### src/rtl/rto_pkg.sv
package rto_pkg;
  // binary64 source format
  localparam int D_EXP_W = 11;
  localparam int D_MAN_W = 52;
  localparam int D_W     = 1 + D_EXP_W + D_MAN_W;
  localparam int D_BIAS  = (1 << (D_EXP_W - 1)) - 1;
  // binary32 result format
  localparam int S_EXP_W = 8;
  localparam int S_MAN_W = 23;
  localparam int S_W     = 1 + S_EXP_W + S_MAN_W;
  localparam int S_BIAS  = (1 << (S_EXP_W - 1)) - 1;
  // derived conversion constants
  localparam int DROP_W     = D_MAN_W - S_MAN_W;           // 29 dropped bits
  localparam int REBIAS     = D_BIAS - S_BIAS;             // 896
  localparam int OVF_EXP    = REBIAS + (1 << S_EXP_W) - 1; // 1151
  localparam int SUB_BASE   = REBIAS + 1 + DROP_W + 0;     // 926 - 1 offset below
  localparam int SHIFT_BASE = SUB_BASE + 1;                // 927 - 1 = 926 used as e-dist
  localparam int SIG_W      = D_MAN_W + 1;
  localparam int WIDE_W     = 64;
  localparam int SH_W       = $clog2(WIDE_W);
  localparam int SH_MAX     = WIDE_W - 1;

  typedef struct packed {
    logic invalid;
    logic overflow;
    logic underflow;
    logic inexact;
  } fpFlags_t;

  typedef struct packed {
    logic captureRes;
    logic accumFlags;
  } ctrlStrobes_t;
endpackage

### src/rtl/fp_narrow_lane.sv
module fp_narrow_lane
  import rto_pkg::*;
(
  input  logic [D_W-1:0] srcVal,
  output logic [S_W-1:0] resVal,
  output fpFlags_t       laneFlags
);
  logic               signBit;
  logic [D_EXP_W-1:0] expIn;
  logic [D_MAN_W-1:0] manIn;
  logic [D_EXP_W:0]   expWide;
  logic [D_EXP_W:0]   shiftDist;
  logic [SH_W-1:0]    shAmt;
  logic [WIDE_W-1:0]  wideSig;
  logic [WIDE_W-1:0]  dropMask;
  logic [S_MAN_W-1:0] subFrac;
  logic               subSticky;
  logic               normSticky;
  logic [D_EXP_W:0]   normExp;

  assign signBit = srcVal[D_W-1];
  assign expIn   = srcVal[D_W-2 -: D_EXP_W];
  assign manIn   = srcVal[D_MAN_W-1:0];
  assign expWide = {1'b0, expIn};

  // Subnormal path: distance from the subnormal alignment point, clamped
  assign shiftDist = (D_EXP_W+1)'(SHIFT_BASE - 1) - expWide;
  assign shAmt = (shiftDist > (D_EXP_W+1)'(SH_MAX)) ? SH_W'(SH_MAX) : shiftDist[SH_W-1:0];
  assign wideSig  = {{(WIDE_W-SIG_W){1'b0}}, (expIn != '0), manIn};
  assign dropMask = (WIDE_W'(1) << shAmt) - WIDE_W'(1);
  assign subFrac  = S_MAN_W'(wideSig >> shAmt);
  assign subSticky = |(wideSig & dropMask);

  // Normal path
  assign normSticky = |manIn[DROP_W-1:0];
  assign normExp    = expWide - (D_EXP_W+1)'(REBIAS);

  always_comb begin
    resVal    = '0;
    laneFlags = '0;
    if (expIn == '1) begin
      if (manIn == '0) begin
        resVal = {signBit, {S_EXP_W{1'b1}}, {S_MAN_W{1'b0}}};
      end else begin
        resVal = {signBit, {S_EXP_W{1'b1}}, 1'b1, manIn[D_MAN_W-2 -: S_MAN_W-1]};
        laneFlags.invalid = ~manIn[D_MAN_W-1];
      end
    end else if (expIn == '0 && manIn == '0) begin
      resVal = {signBit, {(S_W-1){1'b0}}};
    end else if (expWide >= (D_EXP_W+1)'(OVF_EXP)) begin
      resVal = {signBit, {(S_EXP_W-1){1'b1}}, 1'b0, {S_MAN_W{1'b1}}};
      laneFlags.overflow = 1'b1;
      laneFlags.inexact  = 1'b1;
    end else if (expWide > (D_EXP_W+1)'(REBIAS)) begin
      resVal = {signBit, normExp[S_EXP_W-1:0],
                manIn[D_MAN_W-1 -: S_MAN_W-1],
                manIn[DROP_W] | normSticky};
      laneFlags.inexact = normSticky;
    end else begin
      resVal = {signBit, {S_EXP_W{1'b0}}, subFrac[S_MAN_W-1:1], subFrac[0] | subSticky};
      laneFlags.inexact   = subSticky;
      laneFlags.underflow = subSticky;
    end
  end
endmodule

### src/rtl/narrow_ctrl.sv
module narrow_ctrl
  import rto_pkg::*;
(
  input  logic         clk,
  input  logic         rstN,
  input  logic         inValid,
  output ctrlStrobes_t strobes,
  output logic         outValid
);
  always_comb begin
    strobes            = '0;
    strobes.captureRes = inValid;
    strobes.accumFlags = inValid;
  end

  always_ff @(posedge clk) begin
    if (!rstN) outValid <= 1'b0;
    else       outValid <= inValid;
  end
endmodule

### src/rtl/narrow_datapath.sv
module narrow_datapath
  import rto_pkg::*;
#(
  parameter int VEC_W = 128
) (
  input  logic             clk,
  input  logic             rstN,
  input  ctrlStrobes_t     strobes,
  input  logic [VEC_W-1:0] srcVec,
  input  logic [VEC_W-1:0] dstOld,
  input  logic             scalarMode,
  input  logic             upperHalf,
  input  logic             mergeScalar,
  output logic [VEC_W-1:0] dstOut,
  output fpFlags_t         flagsOut
);
  localparam int LANES = VEC_W / D_W;
  localparam int RES_W = LANES * S_W;
  localparam int FLG_W = $bits(fpFlags_t);

  logic [RES_W-1:0] resPacked;
  logic [LANES*FLG_W-1:0] flagsPacked;
  logic [VEC_W-1:0] nextDst;
  logic [FLG_W-1:0] opFlags;

  for (genvar g = 0; g < LANES; g++) begin : g_lane
    fpFlags_t lf;
    fp_narrow_lane u_lane (
      .srcVal   (srcVec[g*D_W +: D_W]),
      .resVal   (resPacked[g*S_W +: S_W]),
      .laneFlags(lf)
    );
    assign flagsPacked[g*FLG_W +: FLG_W] = lf;
  end

  always_comb begin
    if (scalarMode) begin
      nextDst = mergeScalar ? dstOld : '0;
      nextDst[S_W-1:0] = resPacked[S_W-1:0];
      opFlags = flagsPacked[FLG_W-1:0];
    end else begin
      if (upperHalf) nextDst = {resPacked, dstOld[VEC_W-RES_W-1:0]};
      else           nextDst = {{(VEC_W-RES_W){1'b0}}, resPacked};
      opFlags = '0;
      for (int i = 0; i < LANES; i++) opFlags = opFlags | flagsPacked[i*FLG_W +: FLG_W];
    end
  end

  always_ff @(posedge clk) begin
    if (!rstN) begin
      dstOut   <= '0;
      flagsOut <= '0;
    end else begin
      if (strobes.captureRes) dstOut <= nextDst;
      if (strobes.accumFlags) flagsOut <= flagsOut | opFlags;
    end
  end
endmodule

### src/rtl/narrow_rto_unit.sv
module narrow_rto_unit
  import rto_pkg::*;
#(
  parameter int VEC_W = 128
) (
  input  logic             clk,
  input  logic             rstN,
  input  logic             inValid,
  input  logic [VEC_W-1:0] srcVec,
  input  logic [VEC_W-1:0] dstOld,
  input  logic             scalarMode,
  input  logic             upperHalf,
  input  logic             mergeScalar,
  output logic             outValid,
  output logic [VEC_W-1:0] dstOut,
  output logic             flagInvalid,
  output logic             flagOverflow,
  output logic             flagUnderflow,
  output logic             flagInexact
);
  ctrlStrobes_t strobes;
  fpFlags_t     flags;

  narrow_ctrl u_ctrl (
    .clk     (clk),
    .rstN    (rstN),
    .inValid (inValid),
    .strobes (strobes),
    .outValid(outValid)
  );

  narrow_datapath #(.VEC_W(VEC_W)) u_dp (
    .clk        (clk),
    .rstN       (rstN),
    .strobes    (strobes),
    .srcVec     (srcVec),
    .dstOld     (dstOld),
    .scalarMode (scalarMode),
    .upperHalf  (upperHalf),
    .mergeScalar(mergeScalar),
    .dstOut     (dstOut),
    .flagsOut   (flags)
  );

  assign flagInvalid   = flags.invalid;
  assign flagOverflow  = flags.overflow;
  assign flagUnderflow = flags.underflow;
  assign flagInexact   = flags.inexact;
endmodule

### config.mk
export PLATFORM = sky130hd
export DESIGN_NAME = narrow_rto_unit
export DESIGN_NICKNAME = d
export VERILOG_FILES = /design/src/rtl/rto_pkg.sv /design/src/rtl/fp_narrow_lane.sv /design/src/rtl/narrow_ctrl.sv /design/src/rtl/narrow_datapath.sv /design/src/rtl/narrow_rto_unit.sv
export SDC_FILE = /design/constraint.sdc
export NUM_CORES = 1
export LEC_CHECK = 0
export ABC_AREA = 1
export BUFFER_PORTS_ARGS = -buffer_cell sky130_fd_sc_hd__buf_2
export CAP_MARGIN = 25
export CORE_UTILIZATION = 40
export CTS_CLUSTER_SIZE = 30
export DETAILED_ROUTE_END_ITERATION = 6
export SYNTH_ARGS = -nofsm -noshare
export SYNTH_HDL_FRONTEND = slang
export SYNTH_SLANG_ARGS = --single-unit
### constraint.sdc
create_clock -name clk -period 8.12 [get_ports clk]
set_input_delay 1.624 -clock clk [delete_from_list [all_inputs] [get_ports clk]]
set_output_delay 1.624 -clock clk [all_outputs]
set_load 0.03 [all_outputs]
==> flow_metrics.env <==
export IMPL_run_status="finished, final reports clean"
export IMPL_route_detailed_vias_per_inst=5.930
export IMPL_kind_of_start_point_of_the_critical_path="input pin"
export IMPL_vias=24070
export IMPL_cts_made_buffers=17
export IMPL_tns_ns=0
export IMPL_hold_viol_final=0
export IMPL_yosys_top_cells_area="nand2_1, dfxtp_1, o21ai_0, nand3_1, nor2_1"
export IMPL_drive_above_1_share_pct=16.45
export IMPL_worst_clock_skew_ns=0
export IMPL_cts_path_max_buffers=2
export IMPL_ys_types=57
export IMPL_cts_resized=0
export IMPL_syn_nets=3514
export IMPL_yosys_top_cells_count="nand2_1, o21ai_0, nor2_1"
export IMPL_drt_total_wl_mm=86.41
export IMPL_ios=395
export IMPL_core_region_area_um2=42230
export IMPL_tightestPinTransition_ns=1.237
export IMPL_synthSimpleGateAreaFrac_pct=44.71
export IMPL_gp_routability_congestion=1.048
export IMPL_yosys_warnings=0
export IMPL_grt_start_max_net_pins=110
export IMPL_adder_cell_area_share_of_the_yosys_netlist_pct=0.5818
export IMPL_largest_stage_delay_on_the_critical_path_ns=0.54
export IMPL_h_tree_depth=4
export IMPL_fin_ws_ns=2.000
export IMPL_synth_top_cell_area_share_pct=22.43
export IMPL_detail_route_wl_per_cell_um=21.29
export IMPL_ys_seq_elements=133
export IMPL_finish_utilization_pct=47.29
export IMPL_fin_hold_ws_ns=0.4439
export IMPL_placedInstanceArea_um2=19350
export IMPL_rsz_0062_raised_after_global_routing="false"
export IMPL_number_of_cells_produced_by_synthesis=3244
export IMPL_path_common_cell="nand2_1"
export IMPL_drtPass1Iterations=6
export IMPL_die_h_um=209.4
export IMPL_n_fill_cell=4825
export IMPL_critical_path_endpoint_type="flip-flop"
export IMPL_synth_area_mux_share_pct=1.222
export IMPL_ys_async_sr_fraction_pct=0
export IMPL_detailedPlacementHpwl_mm=66.91
export IMPL_dr_first_iter_drc_count=2815
export IMPL_cp_data_arrival_time_ns=6.46
export IMPL_crit_required_ns=8.46
export IMPL_synth_edf_count=0
export IMPL_grt_util_all_layers_pct=38.20
export IMPL_die_w_um=209.4
export IMPL_post_synth_instance_area_um2=17200
export IMPL_synthToLayoutAreaGrowth_pct=16.09
export IMPL_finalSetupViolations=0
export IMPL_synthMostInstantiatedCell="nand2_1"
export IMPL_buffers_inserted_by_post_cts_timing_repair=0
export IMPL_leak_pwr_nw=10.21
export IMPL_cts_tree="yes"
export IMPL_stdcell_count=4059
export IMPL_combinational_family_with_the_most_area_after_synthesis="simple AND/OR/NAND/NOR gates"
export IMPL_worstSkewPairLatency_ns=0.44
export IMPL_global_route_wire_length_before_repair_mm=130.1
export IMPL_power_density_cells_nw_per_um2=112.7
export IMPL_critPathBufInv=3
export IMPL_cap_violations=0
export IMPL_fin_area_um2=19970
export IMPL_floorplan_die_area_um2=43840
export IMPL_pre_cts_ws_ns=1.625
export IMPL_port_buffers=394
export IMPL_number_of_antenna_violating_nets_in_the_routed_design=0
export IMPL_first_global_vias=21700
export IMPL_worstPathCellList="buf_2, ha_1, nand4_1, a21oi_1, nand3_1, nor2_2, nand2_4, inv_4, buf_4, nand4_1, nand2_1, nor2_2, nand2_2, a21oi_1, o21ai_0, nand2_1, nor2_1, nand3_1, nor3_2, nand3_1, o21ai_1, nand2_1, nand2_1, nand2_1"
export IMPL_hold_path_class="flip-flop to flip-flop"
export IMPL_placementRows=75
export IMPL_seq_area_frac_synth_pct=15.48
export IMPL_min_period_over_period_pct=75.37
export IMPL_clock_sinks=133
export IMPL_critPathTopFamily="simple AND/OR/NAND/NOR gates"
export IMPL_cts_root_buf="clkbuf_16"
export IMPL_synthesized_area_fraction_occupied_by_ao_oa_aoi_and_oai_cells_pct=27.55
export IMPL_critical_path_slowest_cell="nor2_2"
export IMPL_yosysTopAreaCell="nand2_1"
export IMPL_cts_hold_buffers=0
export IMPL_maxClockFrequency_ghz=0.1634
export IMPL_slew_limit_headroom_pct=16.78
export IMPL_nets=3770
export IMPL_yosys_area_share_xor_xnor_pct=0.3491
export IMPL_initial_core_util_pct=40.74
export IMPL_drc_markers=0
export IMPL_synthesis_area_per_instance_um2=5.303
export IMPL_crit_type="input pin to flip-flop"
export IMPL_global_route_overflow_total=0
export IMPL_report_power_total_mw=2.252
export IMPL_clk_transition_reported_paths_ns=0.06
export IMPL_ys_flop_type="dfxtp_1"
export IMPL_max_vdd_ir_drop_mv=0.1305
export IMPL_antenna_found_initial=8
export IMPL_crit_fanout=53
export IMPL_drv_slew=0
export IMPL_dp_cells=4018
export IMPL_crit_path_time_final_ns=6.120
==> layout make-up <==
| cell class | instances | area [um2] | share of cell area, % |
|---|---|---|---|
| Sequential cell | 133 | 2663 | 13.33 |
| Multi-Input combinational cell | 2668 | 12830 | 64.24 |
| Timing Repair Buffer | 432 | 2260 | 11.31 |
| Clock buffer | 19 | 442.9 | 2.218 |
| Tap cell | 539 | 674.4 | 3.377 |
| Antenna cell | 7 | 17.52 | 0.08771 |
| Inverter | 248 | 935.9 | 4.686 |
| Clock inverter | 13 | 148.9 | 0.7455 |
==> logic make-up (layout without fill, tap and decap cells) <==
logic type,Yosys count,count (layout)
other,0,7
multiplexers,21,21
AO/OA/AOI/OAI,865,865
AND/OR/NAND/NOR,1768,1768
XOR/XNOR,6,6
adder cells (fa/ha/maj),8,8
flip-flops,133,133
buffers and inverters,443,712
==> final timing paths <==
check / startpoint / end / slack [ns] / cells after the start
worst min register to register: u_dp.flagsOut[0]$_SDFFE_PN0P_ / u_dp.flagsOut[0]$_SDFFE_PN0P_ / 0.44 / 2
worst min-delay path: u_dp.flagsOut[0]$_SDFFE_PN0P_ / u_dp.flagsOut[0]$_SDFFE_PN0P_ / 0.44 / 2
worst max-delay path: srcVec[116] / u_dp.flagsOut[0]$_SDFFE_PN0P_ / 2.00 / 24
worst max register to register: u_dp.dstOut[122]$_SDFFE_PN0P_ / u_dp.dstOut[122]$_SDFFE_PN0P_ / 7.33 / 2
==> routing by layer <==
| metal | global-route usage, % | part of all wire, % | vias to the layer above | wire length, um |
|---|---|---|---|---|
| met5 | 0 | 0.015 | - | 13 |
| met4 | 18.38 | 5.0 | 2 | 4344 |
| met3 | 8.290 | 10 | 226 | 8886 |
| met2 | 60.53 | 44 | 1388 | 38340 |
| met1 | 49.08 | 40 | 10910 | 34830 |
| li1 | - | - | 11540 | - |
==> state kept, by name (all words and copies together) (netlist names) <==
signal           count
u_ctrl.outValid      1
u_dp.dstOut        128
u_dp.flagsOut        4
==> tightest hold or removal path: stages, from the launching register on <==
cell,delay (ns)
dfxtp_1,0.31
nand2_1,0.05
nand2_1,0.04
==> power breakdown <==
part / switching (mW) / internal, mW / total, mW
Sequential: 0.0228 / 0.698 / 0.721
Clock: 0.318 / 0.464 / 0.782
Combinational: 0.533 / 0.215 / 0.748
==> cells in the final DEF (no fill, tap or decap), types with 5 or more instances in the layout <==
master	instances
o31ai_1	5
a21oi_1	181
buf_2	393
or2_2	7
dfxtp_1	133
inv_1	222
nor3_1	27
nor2_4	13
o22ai_1	8
nand3_2	13
o21ai_0	496
diode_2	7
nand3_1	243
nand3b_1	9
clkbuf_16	17
buf_4	37
o221ai_1	12
a31oi_1	62
a22oi_1	5
inv_2	22
o211ai_1	22
o2111ai_1	9
nand2_2	10
nor4_1	28
o21bai_1	31
nor3_2	6
nand4_1	96
nor2_2	33
nand2_1	1028
ha_1	8
a221oi_1	8
mux2i_1	21
nor2_1	247
o21ai_1	11
Note: power is estimated with default switching activity, not from simulation.
